<file path="config.mk">
export PLATFORM = sky130hd
export DESIGN_NAME = can_fault_confine
export DESIGN_NICKNAME = d
export VERILOG_FILES = /design/src/rtl/can_fc_pkg.sv /design/src/rtl/can_fc_err_counter.sv /design/src/rtl/can_fc_recovery.sv /design/src/rtl/can_fault_confine.sv
export SDC_FILE = /design/constraint.sdc
export NUM_CORES = 1
export LEC_CHECK = 0
export ABC_AREA = 0
export BUFFER_PORTS_ARGS = -buffer_cell sky130_fd_sc_hd__buf_4
export CAP_MARGIN = 20
export CORE_MARGIN = 2
export CORE_UTILIZATION = 50
export CTS_CLUSTER_SIZE = 40
export DETAILED_ROUTE_END_ITERATION = 16
export PLACE_DENSITY = 0.71
export RECOVER_POWER = 50
export SKIP_LAST_GASP = 1
export SLEW_MARGIN = 25
export SYNTH_ARGS = -nofsm -noshare
export SYNTH_HDL_FRONTEND = slang
export SYNTH_SLANG_ARGS = --single-unit
</file>
<file path="constraint.sdc">
create_clock -name clk -period 4.3 [get_ports clk]
set_clock_uncertainty 0.05 [all_clocks]
set_input_delay 0 -clock clk [delete_from_list [all_inputs] [get_ports clk]]
set_output_delay 0 -clock clk [all_outputs]
set_load 0.05 [all_outputs]
</file>
<file path="src/rtl/can_fc_pkg.sv">
package can_fc_pkg;
   typedef enum logic [1:0] {
      FC_ACTIVE  = 2'b00,
      FC_PASSIVE = 2'b01,
      FC_BUSOFF  = 2'b10
   } fc_state_t;
endpackage

</file>
<file path="src/rtl/can_fc_err_counter.sv">
module can_fc_err_counter #(
   parameter int W        = 9,
   parameter int BIG_STEP = 8,
   parameter bit SATURATE = 1'b1
) (
   input  logic         clk,
   input  logic         rst_n,
   input  logic         en,
   input  logic         clr,
   input  logic         inc,
   input  logic         heavy,
   input  logic         dec,
   output logic [W-1:0] cnt_q,
   output logic [W-1:0] cnt_d
);
   localparam logic [W-1:0] MAXV  = {W{1'b1}};
   localparam logic [W:0]   BIG_V = (W+1)'(BIG_STEP);

   logic [W:0]   sum;
   logic [W-1:0] inc_val;

   assign sum = {1'b0, cnt_q} + (heavy ? BIG_V : (W+1)'(1));

   generate
      if (SATURATE) begin : g_sat
         assign inc_val = sum[W] ? MAXV : sum[W-1:0];
      end else begin : g_wrap
         assign inc_val = sum[W-1:0];
      end
   endgenerate

   always_comb begin
      if (clr)                         cnt_d = '0;
      else if (!en)                    cnt_d = cnt_q;
      else if (inc)                    cnt_d = inc_val;
      else if (dec && cnt_q != '0)     cnt_d = cnt_q - W'(1);
      else                             cnt_d = cnt_q;
   end

   always_ff @(posedge clk or negedge rst_n) begin
      if (!rst_n) cnt_q <= '0;
      else        cnt_q <= cnt_d;
   end

   // decrement at zero stays at zero
   a_r3_no_underflow: assert property (@(posedge clk) disable iff (!rst_n)
      (en && !clr && !inc && dec && cnt_q == '0) |=> cnt_q == '0);

   // unit step adds exactly one below the top
   a_r2_unit_step: assert property (@(posedge clk) disable iff (!rst_n)
      (en && !clr && inc && !heavy && cnt_q != MAXV) |=> cnt_q == $past(cnt_q) + W'(1));

   generate
      if (SATURATE) begin : g_sat_chk
         // saturated counter never wraps
         a_r4_no_wrap: assert property (@(posedge clk) disable iff (!rst_n)
            (en && !clr && inc && cnt_q == MAXV) |=> cnt_q == MAXV);
      end
   endgenerate
endmodule

</file>
<file path="src/rtl/can_fc_recovery.sv">
module can_fc_recovery #(
   parameter int RUNS = 128
) (
   input  logic clk,
   input  logic rst_n,
   input  logic armed,
   input  logic idle_run,
   output logic done
);
   localparam int RW = $clog2(RUNS + 1);
   localparam logic [RW-1:0] LAST = RW'(RUNS - 1);

   logic [RW-1:0] runs_q;

   assign done = armed && idle_run && (runs_q == LAST);

   always_ff @(posedge clk or negedge rst_n) begin
      if (!rst_n)                runs_q <= '0;
      else if (!armed || done)   runs_q <= '0;
      else if (idle_run)         runs_q <= runs_q + RW'(1);
   end

   // run count stays below the target
   a_r8_bounded: assert property (@(posedge clk) disable iff (!rst_n)
      runs_q <= LAST);

   // nothing is counted outside bus-off
   a_r9_idle_clear: assert property (@(posedge clk) disable iff (!rst_n)
      !armed |=> (runs_q == '0));
endmodule

</file>
<file path="src/rtl/can_fault_confine.sv">
module can_fault_confine
   import can_fc_pkg::*;
#(
   parameter int CNT_W       = 9,
   parameter int BIG_STEP    = 8,
   parameter int PASSIVE_LIM = 127,
   parameter int BUSOFF_LIM  = 255,
   parameter int RECOV_RUNS  = 128
) (
   input  logic             clk,
   input  logic             rst_n,
   input  logic             rx_inc,
   input  logic             rx_heavy,
   input  logic             rx_dec,
   input  logic             tx_inc,
   input  logic             tx_heavy,
   input  logic             tx_dec,
   input  logic             idle_run,
   output logic [1:0]       node_state,
   output logic [CNT_W-1:0] rx_count,
   output logic [CNT_W-1:0] tx_count
);
   localparam logic [CNT_W-1:0] PAS_V = CNT_W'(PASSIVE_LIM);
   localparam logic [CNT_W-1:0] BO_V  = CNT_W'(BUSOFF_LIM);

   generate
      if (PASSIVE_LIM >= BUSOFF_LIM) begin : g_bad_lims
         $error("passive limit must lie below bus-off limit");
      end
      if ((1 << CNT_W) <= BUSOFF_LIM + BIG_STEP) begin : g_bad_width
         $error("counter width too small for bus-off limit plus heavy step");
      end
      if (BIG_STEP < 2 || RECOV_RUNS < 2) begin : g_bad_step
         $error("heavy step and recovery run count must be at least 2");
      end
   endgenerate

   logic             busoff_q, busoff_d, recov_done;
   logic [CNT_W-1:0] rx_d, tx_d;
   fc_state_t        state_q, state_d;

   can_fc_recovery #(.RUNS(RECOV_RUNS)) u_recov (
      .clk(clk), .rst_n(rst_n), .armed(busoff_q), .idle_run(idle_run), .done(recov_done)
   );

   can_fc_err_counter #(.W(CNT_W), .BIG_STEP(BIG_STEP), .SATURATE(1'b1)) u_rx_cnt (
      .clk(clk), .rst_n(rst_n), .en(!busoff_q), .clr(recov_done),
      .inc(rx_inc), .heavy(rx_heavy), .dec(rx_dec), .cnt_q(rx_count), .cnt_d(rx_d)
   );

   can_fc_err_counter #(.W(CNT_W), .BIG_STEP(BIG_STEP), .SATURATE(1'b0)) u_tx_cnt (
      .clk(clk), .rst_n(rst_n), .en(!busoff_q), .clr(recov_done),
      .inc(tx_inc), .heavy(tx_heavy), .dec(tx_dec), .cnt_q(tx_count), .cnt_d(tx_d)
   );

   always_comb begin
      if (recov_done)        busoff_d = 1'b0;
      else if (tx_d > BO_V)  busoff_d = 1'b1;
      else                   busoff_d = busoff_q;

      if (busoff_d)                        state_d = FC_BUSOFF;
      else if (rx_d > PAS_V || tx_d > PAS_V) state_d = FC_PASSIVE;
      else                                 state_d = FC_ACTIVE;
   end

   always_ff @(posedge clk or negedge rst_n) begin
      if (!rst_n) begin
         busoff_q <= 1'b0;
         state_q  <= FC_ACTIVE;
      end else begin
         busoff_q <= busoff_d;
         state_q  <= state_d;
      end
   end

   assign node_state = state_q;

   // a transmit count above the bus-off limit is only seen in bus-off
   a_r6_busoff_entry: assert property (@(posedge clk) disable iff (!rst_n)
      (tx_count > BO_V) |-> node_state == FC_BUSOFF);

   // bus-off is left only through a completed recovery
   a_r6_latched: assert property (@(posedge clk) disable iff (!rst_n)
      (node_state == FC_BUSOFF && !recov_done) |=> node_state == FC_BUSOFF);

   // counts frozen in bus-off
   a_r7_frozen: assert property (@(posedge clk) disable iff (!rst_n)
      (node_state == FC_BUSOFF && !idle_run) |=> ($stable(rx_count) && $stable(tx_count)));

   // receive count above limit outside bus-off means passive
   a_r5_passive: assert property (@(posedge clk) disable iff (!rst_n)
      (node_state != FC_BUSOFF && rx_count > PAS_V) |-> node_state == FC_PASSIVE);

   // recovery leaves zeroed counts
   a_r8_clean_exit: assert property (@(posedge clk) disable iff (!rst_n)
      recov_done |=> (rx_count == '0 && tx_count == '0 && node_state == FC_ACTIVE));

   // no undefined state code
   a_r5_legal_code: assert property (@(posedge clk) disable iff (!rst_n)
      node_state != 2'b11);
endmodule

</file>
# Word-level counts from Yosys, hierarchy flattened
# Cells that the tools add are included.
# Widths: inputs -> output; s select.
# word_totals
mem_bits_rw	0
in_bits	9
latchBits	0
reg_bits	29
out_inout_bits	20
n_memories	0
romBits	0
# classes
multipliers	0
order_cmp	3
eq_ne	1
div	0
mux	17
shift	0
n_bitwise	0
n_addsub	5
reduce_logical	10
# ops
cell	count
$mux 9	9
$gt 9x7->1 const B	2
$reduce_bool 9->1	2
$sub 9x1->9 const B	2
$mux 8	2
$add 9x10->10	1
$add 9x9->9	1
$gt 9x8->1 const B	1
$add 8x1->8 const B	1
$eq 8x7->1 const B	1
$mux 4	2
$logic_and 1x1->1	4
$mux 1	3
$logic_or 1x1->1	2
$mux 2	1
$reduce_bool 2->1	1
$logic_not 1->1	1

# Logic depth before layout (Yosys ltp)
# Gate-level depths: netlist (run 1).
# depth
depth_word	10
depth_mapped	8
ltp_nobuf	8

# Hierarchy
# A second synthesis (run 1) with hierarchy kept.
# unflattened
cells_unflattened	242
area_unflattened_um2	2105.8
# modules_own_cells
module	cells_per_inst	instances	seq_area_each_um2	area_per_inst_um2
can_fc_err_counter (u_rx_cnt)	107	1	225.2	898.4
can_fc_err_counter (u_tx_cnt)	83	1	225.2	708.2
can_fc_recovery	45	1	200.2	417.9
can_fault_confine	7	1	50.0	81.3

# Worst setup path before layout (run 1)
# Ideal clock, no wire load.
# synth_timing
path_type	reg2reg
start	register u_rx_cnt.cnt_q[3]
end	register state_q[0] (netlist: node_state[0])
path_stages_with_launch	7
period_less_slack_ns	2.403
path_buffers	0
t_required_ns	4.126
setup_slack_ns	1.897
setup_ns	0.124
arrival_ns	2.229
cell_sequence	dfrtp_1 -> ha_1 -> a41oi_1 -> mux2_2 -> nor4_1 -> a211o_1 -> o31a_1
# synth_between
elab_chain_len	10
elab_cells_between_ends	13
cone_classes	add/sub: 2; order compare: 1; mux: 7; reduce/logical: 3
# synth_rtl
item	line	rtl
start: declaration	can_fc_err_counter.sv:13	output logic [W-1:0] cnt_q,
start signal: assignment	can_fc_err_counter.sv:42	else cnt_q <= cnt_d;
branches (longest 3 deep; another with $add 9x10->10)	-	
$mux 9 (*)	can_fc_err_counter.sv:35	else if (inc) cnt_d = inc_val;
$mux 9 (*)	can_fc_err_counter.sv:34	else if (!en) cnt_d = cnt_q;
$mux 9 (*)	can_fc_err_counter.sv:33	if (clr) cnt_d = '0;
net rx_d[8]	can_fault_confine.sv:39	logic [CNT_W-1:0] rx_d, tx_d;
$gt 9x7->1 (*)	can_fault_confine.sv:62	else if (rx_d > PAS_V || tx_d > PAS_V) state_d = FC_PASSIVE;
$logic_or 1x1->1 (*)	can_fault_confine.sv:62	
$mux 1 (*)	can_fault_confine.sv:62	
$mux 2 (*)	can_fault_confine.sv:61	if (busoff_d) state_d = FC_BUSOFF;
net state_d[0]	can_fault_confine.sv:40	fc_state_t state_q, state_d;
end signal: assignment	can_fault_confine.sv:72	state_q <= state_d;
end: declaration	can_fault_confine.sv:40	
# Mark *: on every way through the listed nets, which the timed path passes.
# A chain may end at the register's enable or synchronous reset.

# Worst setup path in the final report (run 1)
# layout_timing
start	register busoff_q
end	register u_rx_cnt.cnt_q[4]
# layout_between
elab_chain_len	3
elab_cells_between_ends	4
cone_classes	mux: 2; reduce/logical: 2
# layout_rtl
item	line	rtl
start: declaration	can_fault_confine.sv:38	logic busoff_q, busoff_d, recov_done;
start signal: assignment	can_fault_confine.sv:71	busoff_q <= busoff_d;
$logic_and 1x1->1 (2 in series)	can_fc_recovery.sv:15	assign done = armed && idle_run && (runs_q == LAST);
$mux 9 (*)	can_fc_err_counter.sv:33	
net rx_d[4]	can_fault_confine.sv:39	
# Mark *: on every way through the listed nets, which the timed path passes. The rest lies on a longest branch.

==> results.cfg, run 1 <==
[final_layout]
drive_gt1_frac = 0.1308
area_growth_pct = 13.18
fin_cells = 310
num-fill-cells = 355
final-seq-area_um2 = 700.7
post-route-util = 0.5844
fin_nets = 279
multi_input_area_um2 = 1222
diodes = 0

[logic_synthesis]
syn_area_per_cell_um2 = 8.653
synth_async_sr_flop_share = 1.000
synth_edf_count = 0
ys.warnings.count = 0
synth-seq-cells = 28
synthesis.instances = 237
yosysSeqAreaShare = 0.3417
ys.flop_type = dfrtp_1
syn_nets = 255
synthesis.area_um2 = 2051
synth.distinct_cells = 60

[clock_tree]
clkSinkCount = 28
clk_latency_ps = 280
cts.path.max_buffers = 2
cts.repair.resized = 0
post-cts-setup-buffers = 0
cts-root-buf = clkbuf_8
clk_pin_slew_ps = 100
cts_tree = built
cts_inserted_buffers = 3
hold_buffers = 4
htree_num_levels = 1

[sta]
tightestPinTransition_ps = 1548
finalHoldViolCount = 0
relSlewSlack = -0.03196
finalSetupViolCount = 0
final-max-slew-violation-count = 29
period_share = 0.5655
finalSetupTns_ps = 0
max_freq_ghz = 0.4112
rsz0062_at_grt = false
period_needed_ps = 2432

[power]
switching_share = 0.5332
p_int_uw = 715.3
power_mw = 1.532
switching_power_uw = 817.0
clkPwrFrac = 0.112
seq_power_share = 0.355
p_leak_nw = 1.008
p_comb_frac = 0.533
powerDensity_nw_per_um2 = 660.2
ir_drop_v = 0.0002732

[worst_setup_path]
cp.arrival_ps = 2590
required_ps = 4450
cp_max_fo = 23
crit_path_end_kind = register
cp-start-kind = register
path_class = register to register

[route]
wl_per_cell_um = 15.31
first_pass_iters = 7
drc_errors = 0
postRouteWirelength_um = 4746
drt_iter0_drc = 150
postRouteAntennaNets = 0
via_count = 1935
avgViaCountPerCell = 6.242

[worst_hold_path]
hp-class = input port to register

[placed_design]
dp_hpwl_um = 3353
port_buffers = 28
placed_cells = 302
gp_congestion = 0.8423

[die]
num_rows = 23
die_y_um = 68.04
die_area_um2 = 4629
coreArea_um2 = 3971
die_width_um = 68.04
io_pins = 29
initial_utilization = 0.5164

[outcome]
status = finished with violations
violations = capacitance limit, slew limit

[global_routing]
grt_use_total = 0.2178
overflow = 0
grt_start_max_net_pins = 29
antenna_found_initial = 0
grt_pass1_wl_um = 7714
grt_pass1_vias = 1676

[run]
max-cap-violations = 1
==> cell usage in the layout, fill, tap and decap left out, types with 3 or more instances in the layout <==
cell,Yosys,final
dfrtp_1,28,28
inv_1,18,18
nand2_1,18,18
a21oi_1,18,18
buf_4,1,17
nor2_1,15,15
clkbuf_1,9,11
o21ai_0,10,10
nand3_1,9,9
ha_1,9,9
nand4_1,6,6
xor2_1,6,6
mux2i_1,5,5
nor3_1,5,5
nand2b_1,4,4
or3_1,4,4
nand3b_1,4,4
o31a_1,4,4
o211ai_1,4,4
clkbuf_8,0,4
dlygate4sd3_1,0,4
o41ai_1,3,3
o31ai_1,3,3
xnor2_1,3,3
==> path summary, 6_finish.rpt <==
check | slack [ps] | from | to | cells after the start
max | 1870 | busoff_q$_DFF_PN0_ | u_rx_cnt.cnt_q[4]$_DFF_PN0_ | 4
min | 140 | rx_dec | u_rx_cnt.cnt_q[0]$_DFF_PN0_ | 4
max reg2reg | 1870 | busoff_q$_DFF_PN0_ | u_rx_cnt.cnt_q[4]$_DFF_PN0_ | 4
min reg2reg | 520 | u_recov.runs_q[1]$_DFFE_PN0P_ | u_recov.runs_q[1]$_DFFE_PN0P_ | 2
max in group asynchronous | 2720 | rst_n | u_tx_cnt.cnt_q[0]$_DFF_PN0_ | 2
min in group asynchronous | 580 | rst_n | u_rx_cnt.cnt_q[1]$_DFF_PN0_ | 2
==> metal layers <==
layer	up-vias	routed length (um)	share of wire	GRT usage
met5	-	0	0	0
met4	0	51	0.011	0.06750
met3	4	195	0.041	0.02796
met2	43	2112	0.45	0.3228
met1	952	2386	0.50	0.3275
li1	936	-	-	-
==> flip-flops by register name, indices dropped and copies added (netlist names) <==
register and flops:
u_rx_cnt.cnt_q 9, node_state 1, u_recov.runs_q 8, busoff_q 1
u_tx_cnt.cnt_q 9
==> layout make-up <==
type | count | area share
well taps | 50 | 0.02695
multi-input cells | 177 | 0.5267
clock buffers | 4 | 0.02372
repair buffers | 32 | 0.09003
flip-flops and latches | 28 | 0.3019
inverters | 19 | 0.03073
==> metrics by stage <==
step	setup slack, ps	instance area [um^2]	hold WS [ps]
after floorplan	1897	2051	-345.6
after global placement	1940	2267	-104.0
after detailed placement	1927	2267	-105.7
after CTS	1902	2362	121.9
after global routing	1639	2321	163.3
final	1868	2321	135.6
==> critical path, cell delays in order (launching register included) <==
cell and delay [ps]:
dfrtp_1 850, inv_2 290, a31oi_1 730, o21ai_0 210, a22oi_1 220
==> power groups by stage <==
stage / clock (mW) / sequential (mW) / combinational [mW]
global placement: 0 / 0.551 / 0.838
finish: 0.171 / 0.544 / 0.817
global route: 0.183 / 0.567 / 0.890
floorplan: 0 / 0.752 / 0.404
CTS: 0.173 / 0.542 / 0.852
detailed placement: 0 / 0.547 / 0.846
==> Yosys cell counts, drive strengths merged (2+ instances only) <==
cell type,count,area (um^2)
a2111oi,2,17.52
a211o,2,17.52
a211oi,2,15.01
a21oi,18,90.09
a31oi,2,12.51
a41o,2,21.27
a41oi,2,17.52
buf,4,22.52
clkbuf,9,33.78
dfrtp,28,700.7
ha,9,112.6
inv,19,71.31
mux2i,5,50.05
nand2,18,67.56
nand2b,4,25.02
nand3,9,45.04
nand3b,4,30.03
nand4,6,37.54
nor2,15,56.30
nor3,5,25.02
nor3b,2,15.01
o2111ai,2,17.52
o211ai,4,30.03
o21a,2,15.01
o21ai,12,67.57
o2bb2ai,2,17.52
o311ai,2,17.52
o31a,4,35.03
o31ai,4,43.79
o41ai,4,42.55
or3,5,32.53
xnor2,3,26.28
xor2,6,52.55
==> kinds of logic after synthesis <==
| logic type | count (synthesis) | share of synthesized area |
|---|---|---|
| multiplexers | 6 | 0.02990 |
| XOR/XNOR | 9 | 0.03844 |
| adder cells (fa/ha/maj) | 9 | 0.05491 |
| AND/OR/NAND/NOR | 80 | 0.2123 |
| buffers and inverters | 32 | 0.06223 |
| flip-flops | 28 | 0.3417 |
| AO/OA/AOI/OAI | 73 | 0.2605 |
No activity file was read; power rests on OpenSTA's default activity.
==> inputs of run 2 (changes only) <==
ABC_AREA = 1   (was 0)
PLACE_DENSITY = 0.74   (was 0.71)
clock period = 2.06 ns   (was 4.3 ns; I/O delays follow)
==> results.cfg, run 2 <==
[global_routing]
grt_start_max_net_pins = 29
overflow = 0
antenna_found_initial = 0
grt_pass1_vias = 1811
grt_pass1_wl_um = 8293
grt_use_total = 0.2097

[sta]
max_freq_ghz = 0.5275
finalSetupTns_ps = 0
period_share = 0.9202
relSlewSlack = -0.03621
final-max-slew-violation-count = 29
finalHoldWorstSlack_ps = 8.970
tightestPinTransition_ps = 1554
setup_ws_ps = 164.4
finalHoldViolCount = 0
finalSetupViolCount = 0
rsz0062_at_grt = false
period_needed_ps = 1896

[worst_setup_path]
path_class = register to register
cp.buffers_inverters = 1
crit_chain = inv_1 -> ha_1 -> nand3_1 -> nor2_4 -> nand2_2 -> nand2_4 -> nand2_1 -> nand2_1 -> nand2_1 -> nand2_1 -> nand3_1 -> nor2_1 -> nor2_1
cp.arrival_ps = 2020
slowest_delay_ps = 430
cp_max_fo = 6
slowest_stage = dfrtp_1
crit_path_end_kind = register
r2r_setup_slack_ps = 160
cpMostUsedCell = nand2_1
required_ps = 2190
cp-start-kind = register
crit_family = simple AND/OR/NAND/NOR gates

[outcome]
status = finished with violations
violations = capacitance limit, slew limit

[power]
power_mw = 1.502
powerDensity_nw_per_um2 = 614.6
p_leak_nw = 1.210
ir_drop_v = 0.0003819

[logic_synthesis]
synthesis.instances = 309
syn_nets = 327
synthesis.area_um2 = 2160
yosysMostFrequentCell = nand2_1
ys.warnings.count = 0
synth_common_cells = nand2_1, nor2_1, inv_1, dfrtp_1, nand3_1
ys.flop_type = dfrtp_1
syn_area_per_cell_um2 = 6.989
synth_async_sr_flop_share = 1.000
synth_top_area_frac = 0.3244
yosysSeqAreaShare = 0.3244
synth_top_area_cell = dfrtp_1
synth.distinct_cells = 35
synth_edf_count = 0
synthTopCellsByArea = dfrtp_1, nand2_1, nor2_1
synth-seq-cells = 28

[placed_design]
gp_congestion = 0.9216
port_buffers = 28
dpl_cell_area_um2 = 2404
dp_hpwl_um = 3780
pre_cts_ws_ps = 209.4

[die]
die_y_um = 69.72
die_area_um2 = 4861
io_pins = 29
die_width_um = 69.72
initial_utilization = 0.5285
coreArea_um2 = 4086
num_rows = 23

[clock_tree]
cts-root-buf = clkbuf_8
clkSinkCount = 28
cts_inserted_buffers = 3
cts.path.max_buffers = 2
post-cts-setup-buffers = 0
htree_num_levels = 1
clk_pin_slew_ps = 100
clk_latency_ps = 280
cts.repair.resized = 0
cts_tree = built

[final_layout]
area_growth_pct = 13.15
diodes = 0
final_common_cell = nand2_1
final_cell_mix = nand2_1, nor2_1, inv_1
fin_nets = 356
drive_gt1_frac = 0.1424
fin_area_um2 = 2444
top_regs = u_rx_cnt.cnt_q (9), u_tx_cnt.cnt_q (9), u_recov.runs_q (8)

[route]
avgViaCountPerCell = 5.284
first_pass_iters = 4
postRouteWirelength_um = 5030
wl_per_cell_um = 13.00
via_count = 2045
drc_errors = 0
postRouteAntennaNets = 0
drt_iter0_drc = 114

[worst_hold_path]
hp-class = input port to register

[run]
max-cap-violations = 1
==> run 2: what timing repair did <==
| action | 4_1_cts | 5_1_grt |
|---|---|---|
| hold endpoints to repair | 28 | 0 |
| hold buffers | 1 | 0 |
| endpoints found under the setup margin | 0 | 0 |
==> run 2: where the power goes <==
part	switching, mW	total [mW]	internal, mW
registers	0.0755	0.695	0.619
logic	0.227	0.363	0.135
clock network	0.184	0.445	0.260
total	0.487	1.50	1.01
==> run 2: area by class of cell <==
type | count | area, um^2
Tap cell | 50 | 62.56
Timing Repair Buffer | 33 | 209.0
Fill cell | 406 | 1643
Clock buffer | 3 | 41.29
Inverter | 38 | 142.6
Sequential cell | 28 | 703.2
Multi-Input combinational cell | 234 | 1255
Clock inverter | 1 | 30.03
==> run 2: per-stage QoR <==
stage                 util  instances
detailed placement  0.5882        382
global route        0.5980        387
CTS                 0.6081        387
finish              0.5980        387
global placement    0.5882        382
floorplan                -        309
==> run 2: routing by layer <==
metal,GRT usage,share of wire,up-vias
met4,0.05983,0.0068,0
li1,-,-,1057
met2,0.3429,0.48,67
met3,0.02471,0.055,4
met1,0.2934,0.46,917
met5,0,0,-
==> run 2: final timing paths <==
| kind | end | cells after the start | from |
|---|---|---|---|
| max | node_state[0]$_DFF_PN0_ | 13 | u_rx_cnt.cnt_q[1]$_DFF_PN0_ |
| min | u_rx_cnt.cnt_q[4]$_DFF_PN0_ | 5 | rx_inc |
| max reg2reg | node_state[0]$_DFF_PN0_ | 13 | u_rx_cnt.cnt_q[1]$_DFF_PN0_ |
| min reg2reg | u_recov.runs_q[0]$_DFFE_PN0P_ | 1 | u_recov.runs_q[0]$_DFFE_PN0P_ |
| max in group asynchronous | u_rx_cnt.cnt_q[0]$_DFF_PN0_ | 2 | rst_n |
| min in group asynchronous | u_rx_cnt.cnt_q[3]$_DFF_PN0_ | 2 | rst_n |
==> run 2: cells by family after synthesis <==
group | share of synthesized area
xor gates and xnor gates | 0.04056
and+or+nand+nor | 0.3505
buffers and inverters | 0.09444
adders and majority gates | 0.05214
DFF | 0.3244
AOI/OAI and AO/OA | 0.1379
==> run 2: worst register-to-register path, delay by kind of cell (launching register included) <==
family	cells	cell delay, ps
adder cells (fa/ha/maj)	1	220
buffers and inverters	1	130
AND/OR/NAND/NOR	11	960
flip-flops	1	430
